==> config.mk <==
export PLATFORM = sky130hd
export DESIGN_NAME = word_dma_engine
export DESIGN_NICKNAME = d
export VERILOG_FILES = /design/src/rtl/wdma_pkg.sv /design/src/rtl/wdma_addr_range.sv /design/src/rtl/wdma_wait_timer.sv /design/src/rtl/wdma_ctrl.sv /design/src/rtl/word_dma_engine.sv
export SDC_FILE = /design/constraint.sdc
export NUM_CORES = 1
export LEC_CHECK = 0
export BUFFER_PORTS_ARGS = -buffer_cell sky130_fd_sc_hd__clkbuf_2
export CORE_UTILIZATION = 35
export CTS_CLUSTER_SIZE = 25
export DETAILED_ROUTE_END_ITERATION = 8
export PLACE_DENSITY = 0.7
export SETUP_SLACK_MARGIN = 0.02
export SYNTH_ARGS = -nofsm -noshare
export SYNTH_HDL_FRONTEND = slang
export SYNTH_SLANG_ARGS = --single-unit
==> constraint.sdc <==
create_clock -name clk -period 2.5 [get_ports clk]
set_input_delay 0.25 -clock clk [delete_from_list [all_inputs] [get_ports clk]]
set_output_delay 0.25 -clock clk [all_outputs]
set_load 0.01 [all_outputs]
==> src/rtl/wdma_pkg.sv <==
package wdma_pkg;
  typedef enum logic [2:0] {
    ST_IDLE,
    ST_FETCH,
    ST_SEND,
    ST_ACCEPT,
    ST_STORE
  } wdma_state_e;

  localparam logic [1:0] SEL_ADDR_LO = 2'd0;
  localparam logic [1:0] SEL_ADDR_HI = 2'd1;
  localparam logic [1:0] SEL_RANGE   = 2'd2;
  localparam logic [1:0] SEL_AMOD    = 2'd3;
endpackage

==> src/rtl/wdma_addr_range.sv <==
module wdma_addr_range
  import wdma_pkg::*;
#(
  parameter int DATA_W  = 16,
  parameter int LO_W    = 16,
  parameter int HI_W    = 15,
  parameter int RANGE_W = 16,
  parameter int AMOD_W  = 6
) (
  input  logic                   clk,
  input  logic                   rst_n,
  input  logic                   wr_en,
  input  logic [1:0]             wr_sel,
  input  logic [DATA_W-1:0]      wr_data,
  input  logic                   step,
  output logic [LO_W+HI_W:0]     byte_addr,
  output logic [RANGE_W-1:0]     range_q,
  output logic [AMOD_W-1:0]      amod_q,
  output logic                   range_zero
);
  localparam int WA_W = LO_W + HI_W;
  localparam logic [WA_W-1:0]    WA_ONE = 1;
  localparam logic [RANGE_W-1:0] RG_ONE = 1;

  logic [WA_W-1:0] waddr_q;

  always_ff @(posedge clk) begin
    if (!rst_n) begin
      waddr_q <= '0;
      range_q <= '0;
      amod_q  <= '0;
    end else if (wr_en) begin
      case (wr_sel)
        SEL_ADDR_LO: waddr_q[LO_W-1:0]    <= wr_data[LO_W-1:0];
        SEL_ADDR_HI: waddr_q[WA_W-1:LO_W] <= wr_data[HI_W-1:0];
        SEL_RANGE:   range_q              <= wr_data[RANGE_W-1:0];
        default:     amod_q               <= wr_data[AMOD_W-1:0];
      endcase
    end else if (step) begin
      waddr_q <= waddr_q + WA_ONE;
      range_q <= range_q - RG_ONE;
    end
  end

  assign byte_addr  = {waddr_q, 1'b0};
  assign range_zero = (range_q == '0);
endmodule

==> src/rtl/wdma_wait_timer.sv <==
module wdma_wait_timer #(
  parameter int TMO_CYCLES = 64
) (
  input  logic clk,
  input  logic rst_n,
  input  logic waiting,
  output logic expire
);
  localparam int CNT_W = $clog2(TMO_CYCLES + 1);
  localparam logic [CNT_W-1:0] LAST = CNT_W'(TMO_CYCLES - 1);
  localparam logic [CNT_W-1:0] ONE  = 1;

  logic [CNT_W-1:0] cnt_q;

  always_ff @(posedge clk) begin
    if (!rst_n)        cnt_q <= '0;
    else if (!waiting) cnt_q <= '0;
    else               cnt_q <= cnt_q + ONE;
  end

  assign expire = waiting && (cnt_q == LAST);
endmodule

==> src/rtl/wdma_ctrl.sv <==
module wdma_ctrl
  import wdma_pkg::*;
#(
  parameter int DATA_W = 16
) (
  input  logic              clk,
  input  logic              rst_n,
  input  logic              go,
  input  logic              dir_sel,
  input  logic              attn,
  input  logic              range_zero,
  input  logic              tmo_expire,
  input  logic              mem_ready,
  input  logic [DATA_W-1:0] mem_rdata,
  input  logic              mem_perr,
  input  logic              mem_berr,
  input  logic              din_valid,
  input  logic [DATA_W-1:0] din_data,
  input  logic              dout_ready,
  output logic              idle,
  output logic              mem_valid,
  output logic              mem_write,
  output logic              din_ready,
  output logic              dout_valid,
  output logic              step,
  output logic [DATA_W-1:0] data_q,
  output logic              eor_q,
  output logic              attn_q,
  output logic              perr_q,
  output logic              berr_q,
  output logic              tmo_q
);
  wdma_state_e state_q;

  assign idle       = (state_q == ST_IDLE);
  assign mem_valid  = (state_q == ST_FETCH) || (state_q == ST_STORE);
  assign mem_write  = (state_q == ST_STORE);
  assign din_ready  = (state_q == ST_ACCEPT);
  assign dout_valid = (state_q == ST_SEND);

  always_comb begin
    step = 1'b0;
    if (!attn && !range_zero) begin
      if (state_q == ST_SEND && dout_ready) step = 1'b1;
      if (state_q == ST_STORE && mem_ready && !mem_berr) step = 1'b1;
    end
  end

  always_ff @(posedge clk) begin
    if (!rst_n) begin
      state_q <= ST_IDLE;
      data_q  <= '0;
      eor_q   <= 1'b0;
      attn_q  <= 1'b0;
      perr_q  <= 1'b0;
      berr_q  <= 1'b0;
      tmo_q   <= 1'b0;
    end else if (state_q == ST_IDLE) begin
      if (go) begin
        eor_q   <= 1'b0;
        perr_q  <= 1'b0;
        berr_q  <= 1'b0;
        tmo_q   <= 1'b0;
        attn_q  <= attn;
        state_q <= dir_sel ? ST_ACCEPT : ST_FETCH;
      end else if (attn) begin
        attn_q <= 1'b1;
      end
    end else if (attn) begin
      attn_q  <= 1'b1;
      eor_q   <= 1'b1;
      state_q <= ST_IDLE;
    end else begin
      case (state_q)
        ST_FETCH: begin
          if (mem_ready) begin
            data_q <= mem_rdata;
            if (mem_perr) perr_q <= 1'b1;
            if (mem_berr) begin
              berr_q  <= 1'b1;
              state_q <= ST_IDLE;
            end else begin
              state_q <= ST_SEND;
            end
          end else if (tmo_expire) begin
            tmo_q   <= 1'b1;
            state_q <= ST_IDLE;
          end
        end
        ST_SEND: begin
          if (dout_ready) begin
            if (range_zero) begin
              eor_q   <= 1'b1;
              state_q <= ST_IDLE;
            end else begin
              state_q <= ST_FETCH;
            end
          end
        end
        ST_ACCEPT: begin
          if (din_valid) begin
            data_q  <= din_data;
            state_q <= ST_STORE;
          end
        end
        ST_STORE: begin
          if (mem_ready) begin
            if (mem_perr) perr_q <= 1'b1;
            if (mem_berr) begin
              berr_q  <= 1'b1;
              state_q <= ST_IDLE;
            end else if (range_zero) begin
              eor_q   <= 1'b1;
              state_q <= ST_IDLE;
            end else begin
              state_q <= ST_ACCEPT;
            end
          end else if (tmo_expire) begin
            tmo_q   <= 1'b1;
            state_q <= ST_IDLE;
          end
        end
        default: state_q <= ST_IDLE;
      endcase
    end
  end
endmodule

==> src/rtl/word_dma_engine.sv <==
module word_dma_engine #(
  parameter int DATA_W     = 16,
  parameter int LO_W       = 16,
  parameter int HI_W       = 15,
  parameter int RANGE_W    = 16,
  parameter int AMOD_W     = 6,
  parameter int TMO_CYCLES = 64
) (
  input  logic                  clk,
  input  logic                  rst_n,
  input  logic                  cfg_wr,
  input  logic [1:0]            cfg_sel,
  input  logic [DATA_W-1:0]     cfg_wdata,
  input  logic                  go,
  input  logic                  ext_dir,
  input  logic                  link_mode,
  input  logic                  fn1_latch,
  input  logic                  attn,
  output logic                  mem_req_valid,
  input  logic                  mem_req_ready,
  output logic                  mem_req_write,
  output logic [LO_W+HI_W:0]    mem_req_addr,
  output logic [AMOD_W-1:0]     mem_req_amod,
  output logic [DATA_W-1:0]     mem_req_wdata,
  input  logic [DATA_W-1:0]     mem_rsp_rdata,
  input  logic                  mem_rsp_perr,
  input  logic                  mem_rsp_berr,
  input  logic                  dev_in_valid,
  output logic                  dev_in_ready,
  input  logic [DATA_W-1:0]     dev_in_data,
  output logic                  dev_out_valid,
  input  logic                  dev_out_ready,
  output logic [DATA_W-1:0]     dev_out_data,
  output logic                  ready,
  output logic                  eor_flag,
  output logic                  attn_flag,
  output logic                  perr_flag,
  output logic                  berr_flag,
  output logic                  tmo_flag,
  output logic [DATA_W-1:0]     last_word,
  output logic [RANGE_W-1:0]    words_left
);
  logic idle, step, range_zero, tmo_expire, dir_sel;
  logic [DATA_W-1:0] data_q;

  assign dir_sel = link_mode ? fn1_latch : ext_dir;

  wdma_addr_range #(
    .DATA_W(DATA_W), .LO_W(LO_W), .HI_W(HI_W),
    .RANGE_W(RANGE_W), .AMOD_W(AMOD_W)
  ) u_regs (
    .clk(clk), .rst_n(rst_n),
    .wr_en(cfg_wr && idle), .wr_sel(cfg_sel), .wr_data(cfg_wdata),
    .step(step),
    .byte_addr(mem_req_addr), .range_q(words_left), .amod_q(mem_req_amod),
    .range_zero(range_zero)
  );

  wdma_wait_timer #(.TMO_CYCLES(TMO_CYCLES)) u_timer (
    .clk(clk), .rst_n(rst_n),
    .waiting(mem_req_valid && !mem_req_ready),
    .expire(tmo_expire)
  );

  wdma_ctrl #(.DATA_W(DATA_W)) u_ctrl (
    .clk(clk), .rst_n(rst_n),
    .go(go), .dir_sel(dir_sel), .attn(attn),
    .range_zero(range_zero), .tmo_expire(tmo_expire),
    .mem_ready(mem_req_ready), .mem_rdata(mem_rsp_rdata),
    .mem_perr(mem_rsp_perr), .mem_berr(mem_rsp_berr),
    .din_valid(dev_in_valid), .din_data(dev_in_data),
    .dout_ready(dev_out_ready),
    .idle(idle), .mem_valid(mem_req_valid), .mem_write(mem_req_write),
    .din_ready(dev_in_ready), .dout_valid(dev_out_valid),
    .step(step), .data_q(data_q),
    .eor_q(eor_flag), .attn_q(attn_flag), .perr_q(perr_flag),
    .berr_q(berr_flag), .tmo_q(tmo_flag)
  );

  assign ready         = idle;
  assign mem_req_wdata = data_q;
  assign dev_out_data  = data_q;
  assign last_word     = data_q;
endmodule

==> out/qor.txt, run 1 <==
=====================================================================================
Status ................................................................. finished clean
Fraction of power spent switching nets .................................       0.3431
Largest cells by area after synthesis .................................. sky130_fd_sc_hd__dfxtp_1, sky130_fd_sc_hd__nand2_1, sky130_fd_sc_hd__nor2_1
Die extent in y ........................................................     119.5 um
Number of cells on the worst hold path .................................            3
Worst Skew .............................................................     6.458 ps
Number of hold violations in the final report ..........................            0
Post-Synthesis Mean Instance Area ......................................    7.558 um2
Antenna Violating Nets Remaining .......................................            0
TNS Setup ..............................................................         0 ps
Worst vdd ir ...........................................................    0.3828 mV
Fraction of synthesis flops using an asynchronous set or reset pin .....            0
Cell taking the most area after synthesis .............................. sky130_fd_sc_hd__dfxtp_1
Clock Tree Buf Depth ...................................................            2
Share of the synthesized area in the top cell type .....................       0.3482
Startpoint Class .......................................................         flop
DRC violation count after routing ......................................            0
Vias after detailed routing ............................................         5261
Main combinational cell family by area after synthesis ................. compound AO/OA/AOI/OAI gates
Critical path required time ............................................      2760 ps
Internal portion of total power ........................................     2.847 mW
Half-perimeter wire length of the detailed placement result ............     11430 um
CTS tree ...............................................................         done
Worst min-delay path category ..........................................       in2reg
Upper clock frequency limit ............................................   0.4255 GHz
Wire length of the first global-routing pass ...........................     24380 um
Power density over the cells ........................................... 703.1 nW/um2
Clock network latency to the later pin of the worst-skew pair ..........       340 ps
Predominant post-synthesis flop cell ................................... sky130_fd_sc_hd__dfxtp_1
Number of placed cells counting well taps ..............................          956
Final number of max-transition violations ..............................            0
Mapped Nets ............................................................          705
Number of fill cells ...................................................         1372
TritonCTS Buffers ......................................................            9
Cell Rows ..............................................................           42
Type of the setup path with the least slack ............................      reg2reg
Cell area after synthesis ..............................................     4830 um2
Pwr Total ..............................................................     4.333 mW
Routed length per instance .............................................     15.97 um
Routability-driven placement congestion ratio ..........................       0.8430
Post-synth EDFFs .......................................................            0
Count of routing violations after the opening detailed-route iteration .          447
Most frequently used cell type in the post-synthesis netlist ........... sky130_fd_sc_hd__nand2_1
Simple-gate share of the synthesized area ..............................       0.2526
Number of cells on the worst reg-to-reg path ...........................            7
Starting density of the core ...........................................       0.3618
Via count of the first global-routing pass .............................         4644
Maximum level of the CTS H-tree ........................................            3
Share of the synthesized area in compound gates (AO/OA/AOI/OAI) ........       0.2640
Period utilization .....................................................       0.9402
Final setup fails ......................................................            0
Share of total power in the clock network ..............................        0.309
Min Clock Period, post-route ...........................................      2350 ps
Mux contribution to synthesized area ...................................      0.01891
Final Net Count ........................................................          858
Clock slew seen by the registers of the worst setup and hold paths .....        60 ps
Detailed Routing Iterations Pass 1 .....................................            4
Number of maximum-capacitance violations ...............................            0
Root buffer cell ....................................................... sky130_fd_sc_hd__clkbuf_16
Number of non-filler instances in the completed layout .................          972
RSZ-0062 raised after global routing ...................................        false
Sequential share of power ..............................................        0.351
Worst hold-check slack .................................................     145.9 ps
Fraction of layout cells with a size suffix above 1 ....................       0.3128
Full die area ..........................................................    14270 um2
Number of synthesized register bits ....................................           84
Initial antenna violation count ........................................            0
Count of pins on the block boundary ....................................          175
Post-detailed-routing wire length ......................................     15520 um
Number of different library cells in the post-synthesis netlist ........           73
Xor/xnor share of the synthesized area .................................     0.007254
Clock sinks ............................................................           84
Diode count ............................................................            0
Overall track demand over capacity in global routing ...................       0.2140
Leakage dissipation ....................................................     2.597 nW
Normalized max-slew margin .............................................       0.5307
Global route overflow ..................................................            0
Via-to-Cell Ratio ......................................................        5.413
Finished Core Util .....................................................       0.4618
Largest fanout on the critical path ....................................            9
Adder-cell share of the synthesized area ...............................     0.007772
Die Span X .............................................................     119.5 um
Layout area overhead ...................................................       27.62%
Number of buffers inserted by port buffering ...........................          173
Kind of capture point of the worst setup path ..........................         flop
Net load switching power ...............................................     1.487 mW
Top cells by instance count after synthesis ............................ sky130_fd_sc_hd__nand2_1, sky130_fd_sc_hd__dfxtp_1, sky130_fd_sc_hd__nor2_1
Part of the total power dissipated in combinational logic ..............        0.340
Arrival time at the worst endpoint .....................................      2610 ps
Gate count after technology mapping ....................................          639
Area of the core .......................................................    13350 um2
Pin count of the biggest net entering global routing ...................           37
Number of warnings printed during yosys synthesis ......................            0
Worst-Margin Slew ......................................................     702.9 ps
Post-synthesis sequential area ratio ...................................       0.3482
=====================================================================================
==> layout by cell type (no fill, tap or decap), types with 3 or more instances in the layout <==
cell / n
sky130_fd_sc_hd__nand2_1: 95
sky130_fd_sc_hd__or3_1: 6
sky130_fd_sc_hd__a311oi_1: 17
sky130_fd_sc_hd__o31ai_1: 8
sky130_fd_sc_hd__nor4_1: 3
sky130_fd_sc_hd__o221a_2: 4
sky130_fd_sc_hd__a21o_1: 3
sky130_fd_sc_hd__o31a_1: 4
sky130_fd_sc_hd__ha_1: 3
sky130_fd_sc_hd__mux2i_1: 8
sky130_fd_sc_hd__clkbuf_16: 9
sky130_fd_sc_hd__o21a_1: 6
sky130_fd_sc_hd__a31oi_1: 9
sky130_fd_sc_hd__o21ai_1: 3
sky130_fd_sc_hd__nor2_1: 74
sky130_fd_sc_hd__inv_1: 12
sky130_fd_sc_hd__clkbuf_2: 173
sky130_fd_sc_hd__nor2b_1: 3
sky130_fd_sc_hd__a21oi_1: 54
sky130_fd_sc_hd__nand4_1: 5
sky130_fd_sc_hd__clkbuf_1: 3
sky130_fd_sc_hd__a32oi_1: 3
sky130_fd_sc_hd__buf_12: 4
sky130_fd_sc_hd__nand3_1: 20
sky130_fd_sc_hd__a211oi_1: 5
sky130_fd_sc_hd__nor3_1: 19
sky130_fd_sc_hd__nand2b_1: 4
sky130_fd_sc_hd__buf_4: 36
sky130_fd_sc_hd__o21ai_0: 43
sky130_fd_sc_hd__dfxtp_1: 84
sky130_fd_sc_hd__and3_1: 6
sky130_fd_sc_hd__o211ai_1: 9
sky130_fd_sc_hd__and2_1: 5
==> power groups by stage <==
stage               Clock, mW  Sequential (mW)  Combinational, mW
floorplan                   0             1.59              0.893
global placement            0             1.55               1.42
detailed placement          0             1.55               1.42
CTS                      1.36             1.52               1.44
global route             1.42             1.54               1.61
finish                   1.34             1.52               1.47
==> through the flow <==
stage	setup slack, ps	area (um2)
final	149.5	6163
after global routing	53.81	6163
after CTS	100.9	6132
after detailed placement	6.810	5827
after global placement	104.8	5827
after floorplan	143.6	4830
==> metal layers <==
metal  vias up  GRT usage  wire, um
met5         -          0         0
met4         0    0.06797       258
met3        21    0.04023      1020
met2       206     0.3219      6925
met1      2451     0.3056      7314
li1       2583          -         -
==> worst max-delay path, stage by stage, from the launching register on <==
cell	delay [ps]
sky130_fd_sc_hd__dfxtp_1	340
sky130_fd_sc_hd__buf_4	160
sky130_fd_sc_hd__or4b_2	770
sky130_fd_sc_hd__nor2_1	340
sky130_fd_sc_hd__o21a_1	300
sky130_fd_sc_hd__buf_12	160
sky130_fd_sc_hd__nand2_1	50
sky130_fd_sc_hd__a21oi_1	150
==> repair_timing <==
action / 4_1_cts / 5_1_grt
buffers inserted: 0 / 1
hold buffers: 0 / 0
pin swaps: 0 / 1
gates resized for setup: 2 / 2
endpoints found under the setup margin: 7 / 13
==> logic make-up (layout without fill, tap and decap cells) <==
group	count (synthesis)	after routing
buffers and inverters	85	242
multiplexers	9	9
flip-flops	84	84
AO/OA/AOI/OAI	192	192
adder cells (fa/ha/maj)	3	3
AND/OR/NAND/NOR	261	261
XOR/XNOR	4	4
other	1	1
==> path summary, 6_finish.rpt <==
kind / start / end / slack (ps)
worst max-delay path: u_ctrl.state_q[1] / u_regs.range_q[9] / 150
worst min-delay path: dev_in_data[9] / u_ctrl.data_q[9] / 150
worst max register to register: u_ctrl.state_q[1] / u_regs.range_q[9] / 150
worst min register to register: u_timer.cnt_q[0] / u_timer.cnt_q[0] / 450
==> flip-flops by register name, summed over array words and instances (netlist names) <==
signal	flops
u_regs.waddr_q	31
u_ctrl.data_q	16
u_regs.range_q	16
u_timer.cnt_q	7
u_regs.amod_q	6
u_ctrl.state_q	3
u_ctrl.attn_q	1
u_ctrl.berr_q	1
u_ctrl.eor_q	1
u_ctrl.perr_q	1
u_ctrl.tmo_q	1
==> final cells by class <==
class	count	area [um2]	share of cell area
Clock inverter	2	35.03	0.005684
Clock buffer	13	250.2	0.04060
Sequential cell	84	1682	0.2728
Inverter	14	52.55	0.008526
Timing Repair Buffer	213	1216	0.1973
Tap cell	176	220.2	0.03573
Multi-Input combinational cell	470	2708	0.4393
Power figures use the tool's default switching activity.
==> run 2, diff against run 1 <==
Settings changed: CTS_BUF_LIST from default to sky130_fd_sc_hd__clkbuf_4.
==> out/qor.txt, run 2 (same netlist as run 1, synthesis figures left out) <==
=====================================================================================
Overall track demand over capacity in global routing ...................       0.2139   about the same
Vias after detailed routing ............................................         5278   +0.32%
Net load switching power ...............................................     1.422 mW   -4.3%
Worst min-delay path category ..........................................       in2reg
Share of total power in the clock network ..............................        0.212   -0.097
Number of fill cells ...................................................         1392   +1.5%
Detailed Routing Iterations Pass 1 .....................................            5   +1
TritonCTS Buffers ......................................................            9   unchanged
Routed length per instance .............................................     15.96 um   about the same
Worst vdd ir ...........................................................    0.3322 mV   -13%
Clock slew seen by the registers of the worst setup and hold paths .....       130 ps   +70 ps
Number of buffers inserted by port buffering ...........................          173   unchanged
Multi-input gate area in the final layout ..............................     2701 um2   -0.23%
Worst Skew .............................................................     11.76 ps   +5.304 ps
Initial antenna violation count ........................................            1   +1
Area of the core .......................................................    13350 um2   unchanged
Half-perimeter wire length of the detailed placement result ............     11430 um   unchanged
Largest reg by FF count ................................................ u_regs.waddr_q
Finished Core Util .....................................................       0.4509   -0.01087
Routability-driven placement congestion ratio ..........................       0.8430   unchanged
Delay of the slowest critical-path stage ...............................       420 ps   -350 ps
Global route overflow ..................................................            0   unchanged
Final number of max-transition violations ..............................            0   unchanged
Post-detailed-routing wire length ......................................     15560 um   +0.28%
Clock network latency to the later pin of the worst-skew pair ..........       440 ps   +100 ps
Fraction of layout cells with a size suffix above 1 ....................       0.3170   +0.004229
Layout area overhead ...................................................       24.61%
Fraction of power spent switching nets .................................       0.3740   +0.03091
Worst hold-check slack .................................................     36.71 ps   -109.2 ps
Pwr Total ..............................................................     3.803 mW   -12%
Register Area ..........................................................     1682 um2   unchanged
Final Net Count ........................................................          860   +0.23%
Final instance area ....................................................     6018 um2   -2.4%
Cell at the slowest stage of the critical path ......................... sky130_fd_sc_hd__or3b_1
Placement Cell Area ....................................................     5827 um2   unchanged
Power density over the cells ........................................... 631.9 nW/um2   -10%
Die extent in y ........................................................     119.5 um   unchanged
Startpoint Class .......................................................         flop
Largest fanout on the critical path ....................................           15   +6
Status ................................................................. finished clean
Number of hold violations in the final report ..........................            0   unchanged
Period utilization .....................................................       0.9440   +0.003774
Min Clock Period, post-route ...........................................      2360 ps   +9.435 ps
Antenna Violating Nets Remaining .......................................            0   unchanged
Number of maximum-capacitance violations ...............................            0   unchanged
Cell Rows ..............................................................           42   unchanged
Clock Tree Buf Depth ...................................................            2   unchanged
Starting density of the core ...........................................       0.3618   unchanged
Crit path max-delay family ............................................. simple AND/OR/NAND/NOR gates
CTS tree ...............................................................         done
Part of the total power dissipated in combinational logic ..............        0.388   +0.048
Leakage dissipation ....................................................     2.543 nW   -2.1%
TNS Setup ..............................................................         0 ps   unchanged
RSZ-0062 raised after global routing ...................................         true
Upper clock frequency limit ............................................   0.4237 GHz   -0.40%
CP cell instances ...................................................... inv_1, ha_1, or3b_1, nor4_4, a2111oi_4, buf_4, nor2_4, a21oi_1, o221a_2
Via count of the first global-routing pass .............................         4686   +0.90%
Normalized max-slew margin .............................................       0.5362   +0.005435
Count of pins on the block boundary ....................................          175   unchanged
Internal portion of total power ........................................     2.381 mW   -16%
Final setup fails ......................................................            0   unchanged
Worst-Margin Slew ......................................................     694.8 ps   -8.141 ps
Kind of capture point of the worst setup path ..........................         flop
Arrival time at the worst endpoint .....................................      2710 ps   +100 ps
Clock sinks ............................................................           84   unchanged
Via-to-Cell Ratio ......................................................        5.413   about the same
Sum of buffers and inverters on the critical path ......................            2   unchanged
Pin count of the biggest net entering global routing ...................           37   unchanged
Highest-count cells in the layout ignoring fill and taps ............... sky130_fd_sc_hd__clkbuf_2, sky130_fd_sc_hd__nand2_1, sky130_fd_sc_hd__dfxtp_1
Die Span X .............................................................     119.5 um   unchanged
Critical path required time ............................................      2850 ps   +90 ps
Leading registers by flop count ........................................ u_regs.waddr_q x31, u_ctrl.data_q x16, u_regs.range_q x16
Full die area ..........................................................    14270 um2   unchanged
Count of routing violations after the opening detailed-route iteration .          489   +9.4%
DRC violation count after routing ......................................            0   unchanged
Wire length of the first global-routing pass ...........................     24380 um   about the same
Root buffer cell ....................................................... sky130_fd_sc_hd__clkbuf_4
Maximum level of the CTS H-tree ........................................            3   unchanged
Most common cell after layout, fill and taps aside ..................... sky130_fd_sc_hd__clkbuf_2
Number of flip-flops in the largest register ...........................           31   unchanged
Sequential share of power ..............................................        0.401   +0.050
Type of the setup path with the least slack ............................      reg2reg
=====================================================================================
==> run 2: worst paths after layout <==
check,startpoint,to,slack [ps],depth (start not counted)
setup / recovery,u_regs.range_q[0],u_regs.waddr_q[6],140,9
hold / removal,dev_in_data[2],u_ctrl.data_q[2],40,3
setup reg to reg,u_regs.range_q[0],u_regs.waddr_q[6],140,9
hold reg to reg,u_timer.cnt_q[0],u_timer.cnt_q[0],460,1
==> run 2: stage by stage <==
| stage | std cells | setup slack (ps) |
|---|---|---|
| 6_report | 975 | 140.1 |
| 5_1_grt | 975 | -17.40 |
| 4_1_cts | 971 | 100.2 |
| 3_5_place_dp | 956 | 6.810 |
| 3_3_place_gp | 956 | 104.8 |
| 2_1_floorplan | 639 | 143.6 |
==> run 2: repair_timing <==
item                                   4_1_cts  5_1_grt
setup buffers                                0        3
pin swaps                                    0        2
gates cloned                                 0        0
endpoints found under the hold margin        0        0
hold buffers                                 0        0
setup endpoints to repair                    8       15
resized for setup                            2        1
==> run 2: layout make-up <==
cell class | instances | area share
repair buffers | 215 | 0.2046
clock buffers | 12 | 0.01497
well taps | 176 | 0.03659
flip-flops and latches | 84 | 0.2794
diodes | 1 | 0.0004158
inverters | 14 | 0.008732
clock inverters | 3 | 0.006445
multi-input cells | 470 | 0.4489
==> run 2: power groups by stage <==
stage / combinational [mW] / clock [mW] / sequential, mW
after global routing: 1.61 / 0.879 / 1.54
final: 1.47 / 0.806 / 1.52
after CTS: 1.44 / 0.831 / 1.52
after detailed placement: 1.42 / 0 / 1.55
after floorplan: 0.893 / 0 / 1.59
after global placement: 1.42 / 0 / 1.55
==> run 2: layer usage <==
layer | vias up | GRT usage | wire length (um)
met2 | 208 | 0.3194 | 6935
met5 | - | 0 | 0
met4 | 0 | 0.08125 | 306
met1 | 2458 | 0.3056 | 7407
li1 | 2586 | - | -
met3 | 26 | 0.03496 | 913
==> run 2: tightest hold or removal path, cell delays in order <==
cell and delay, ps:
sky130_fd_sc_hd__clkbuf_2 80, sky130_fd_sc_hd__nand2_1 40, sky130_fd_sc_hd__a311oi_1 70
==> run 3, diff against run 2 <==
Clock period 2.5 ns to 2.8 ns, I/O delays scaled along.
==> out/qor.txt, run 3 (same netlist as run 1, synthesis figures left out) <==
=====================================================================================
Full die area ..........................................................    14270 um2   unchanged
Final number of max-transition violations ..............................            0   unchanged
Worst vdd ir ...........................................................    0.4344 mV   +31%
Wire length of the first global-routing pass ...........................     23850 um   -2.2%
Type of the setup path with the least slack ............................      reg2reg
Worst hold-check slack .................................................     42.29 ps   +5.576 ps
Root buffer cell ....................................................... sky130_fd_sc_hd__clkbuf_4
Number of hold violations in the final report ..........................            0   unchanged
Clock slew seen by the registers of the worst setup and hold paths .....       140 ps   about the same
Pin count of the biggest net entering global routing ...................           36   -2.7%
Cell Rows ..............................................................           42   unchanged
Clock sinks ............................................................           84   unchanged
Highest-count cells in the layout ignoring fill and taps ............... sky130_fd_sc_hd__clkbuf_2, sky130_fd_sc_hd__nand2_1, sky130_fd_sc_hd__dfxtp_1
Die Span X .............................................................     119.5 um   unchanged
Placement Cell Area ....................................................     5654 um2   -3.0%
Arrival time at the worst endpoint .....................................      2950 ps   +240 ps
Clock network latency to the later pin of the worst-skew pair ..........       480 ps   +40 ps
Number of buffers inserted by port buffering ...........................          173   unchanged
Final Net Count ........................................................          839   -2.4%
Count of routing violations after the opening detailed-route iteration .          430   -12%
Overall track demand over capacity in global routing ...................       0.2122   -0.001645
Initial antenna violation count ........................................            1   unchanged
Worst min-delay path category ..........................................       in2reg
Half-perimeter wire length of the detailed placement result ............     11060 um   -3.3%
Starting density of the core ...........................................       0.3618   unchanged
DRC violation count after routing ......................................            0   unchanged
Detailed Routing Iterations Pass 1 .....................................            6   +1
Number of flip-flops in the largest register ...........................           31   unchanged
Leakage dissipation ....................................................     2.408 nW   -5.3%
Largest fanout on the critical path ....................................           15   unchanged
Post-detailed-routing wire length ......................................     15090 um   -3.0%
Min Clock Period, post-route ...........................................      2569 ps   +208.9 ps
Clock Tree Buf Depth ...................................................            2   unchanged
CTS tree ...............................................................         done
Count of pins on the block boundary ....................................          175   unchanged
Global route overflow ..................................................            0   unchanged
Routed length per instance .............................................     15.82 um   -0.91%
Most common cell after layout, fill and taps aside ..................... sky130_fd_sc_hd__clkbuf_2
Layout area overhead ...................................................       19.77%
Final setup fails ......................................................            0   unchanged
Via count of the first global-routing pass .............................         4608   -1.7%
Via-to-Cell Ratio ......................................................        5.357   -1.0%
Largest reg by FF count ................................................ u_regs.waddr_q
Final instance area ....................................................     5784 um2   -3.9%
Number of hold buffers added after cts .................................            0   unchanged
CP cell instances ...................................................... inv_1, ha_1, or3b_1, nor4_4, a2111oi_2, buf_4, nor2_2, a21oi_1, o221a_2
Status ................................................................. finished clean
Period utilization .....................................................       0.9174   -0.02654
Vias after detailed routing ............................................         5111   -3.2%
TNS Setup ..............................................................         0 ps   unchanged
Antenna Violating Nets Remaining .......................................            0   unchanged
Delay of the slowest critical-path stage ...............................       450 ps   +30 ps
Crit path max-delay family ............................................. simple AND/OR/NAND/NOR gates
TritonCTS Buffers ......................................................            9   unchanged
Worst-Margin Slew ......................................................     726.9 ps   +32.09 ps
RSZ-0062 raised after global routing ...................................        false
Fraction of layout cells with a size suffix above 1 ....................       0.2999   -0.01717
Critical path required time ............................................      3180 ps   +330 ps
Cell at the slowest stage of the critical path ......................... sky130_fd_sc_hd__nor2_2
Startpoint Class .......................................................         flop
Die extent in y ........................................................     119.5 um   unchanged
Number of maximum-capacitance violations ...............................            0   unchanged
Area of the core .......................................................    13350 um2   unchanged
Kind of capture point of the worst setup path ..........................         flop
Finished Core Util .....................................................       0.4334   -0.01753
Normalized max-slew margin .............................................       0.5147   -0.02143
Upper clock frequency limit ............................................   0.3893 GHz   -8.1%
Worst Skew .............................................................     20.45 ps   +8.688 ps
Routability-driven placement congestion ratio ..........................       0.8496   +0.78%
Maximum level of the CTS H-tree ........................................            3   unchanged
Leading registers by flop count ........................................ u_regs.waddr_q x31, u_ctrl.data_q x16, u_regs.range_q x16
Power density over the cells ........................................... 564.5 nW/um2   -11%
Sum of buffers and inverters on the critical path ......................            2   unchanged
=====================================================================================
run 3: cell types whose count changed in the layout (fill, tap and decap cells not counted):
cell,before,now
sky130_fd_sc_hd__a2111oi_4,1,0
sky130_fd_sc_hd__a21oi_2,0,1
sky130_fd_sc_hd__nor2_4,1,0
sky130_fd_sc_hd__o21ai_2,0,1
sky130_fd_sc_hd__a2111oi_2,1,2
sky130_fd_sc_hd__nor2_2,0,1
sky130_fd_sc_hd__clkinv_2,1,3
sky130_fd_sc_hd__buf_4,38,21
sky130_fd_sc_hd__clkinvlp_4,0,1
sky130_fd_sc_hd__buf_12,4,0
sky130_fd_sc_hd__o21ai_4,1,0
sky130_fd_sc_hd__a21oi_1,54,53
sky130_fd_sc_hd__clkbuf_4,12,9
run 3: per-stage QoR:
step,setup WS (ps),power (mW),instances
after floorplan,443.6,2.214,639
after global placement,248.7,2.575,938
after detailed placement,208.6,2.575,938
after CTS,190.6,3.277,953
after global routing,63.85,3.483,954
final,231.2,3.265,954
run 3: what timing repair did:
| action | CTS | global route |
|---|---|---|
| gates resized for setup | 0 | 1 |
| buffers inserted | 0 | 0 |
| setup endpoints to repair | 0 | 2 |
run 3: cell type report:
class,count,area [um2]
Tap cell,176,220.2
Clock buffer,9,67.56
Inverter,14,52.55
Antenna cell,1,2.502
Clock inverter,6,56.30
Fill cell,1402,7564
Timing Repair Buffer,194,1023
Multi-Input combinational cell,470,2680
Sequential cell,84,1682
run 3: metal layers:
layer	GRT usage	wire [um]
met3	0.04598	1054
met1	0.3013	7077
met2	0.3006	6624
met4	0.1031	331
met5	0	0
run 3: where the power goes:
group,switching [mW],internal (mW),total (mW)
logic,0.702,0.481,1.18
clock network,0.443,0.260,0.702
registers,0.101,1.28,1.38
total,1.25,2.02,3.27
run 3: tightest hold or removal path, stage by stage:
cell and delay, ps:
sky130_fd_sc_hd__clkbuf_2 80, sky130_fd_sc_hd__nand2_1 40, sky130_fd_sc_hd__a311oi_1 70
run 3: path summary, 6_finish.rpt:
path	cells past startpoint	to	slack, ps	startpoint
setup / recovery	9	u_regs.waddr_q[8]	230	u_regs.range_q[0]
hold / removal	3	u_ctrl.data_q[2]	40	dev_in_data[2]
setup reg to reg	9	u_regs.waddr_q[8]	230	u_regs.range_q[0]
hold reg to reg	1	u_timer.cnt_q[0]	460	u_timer.cnt_q[0]
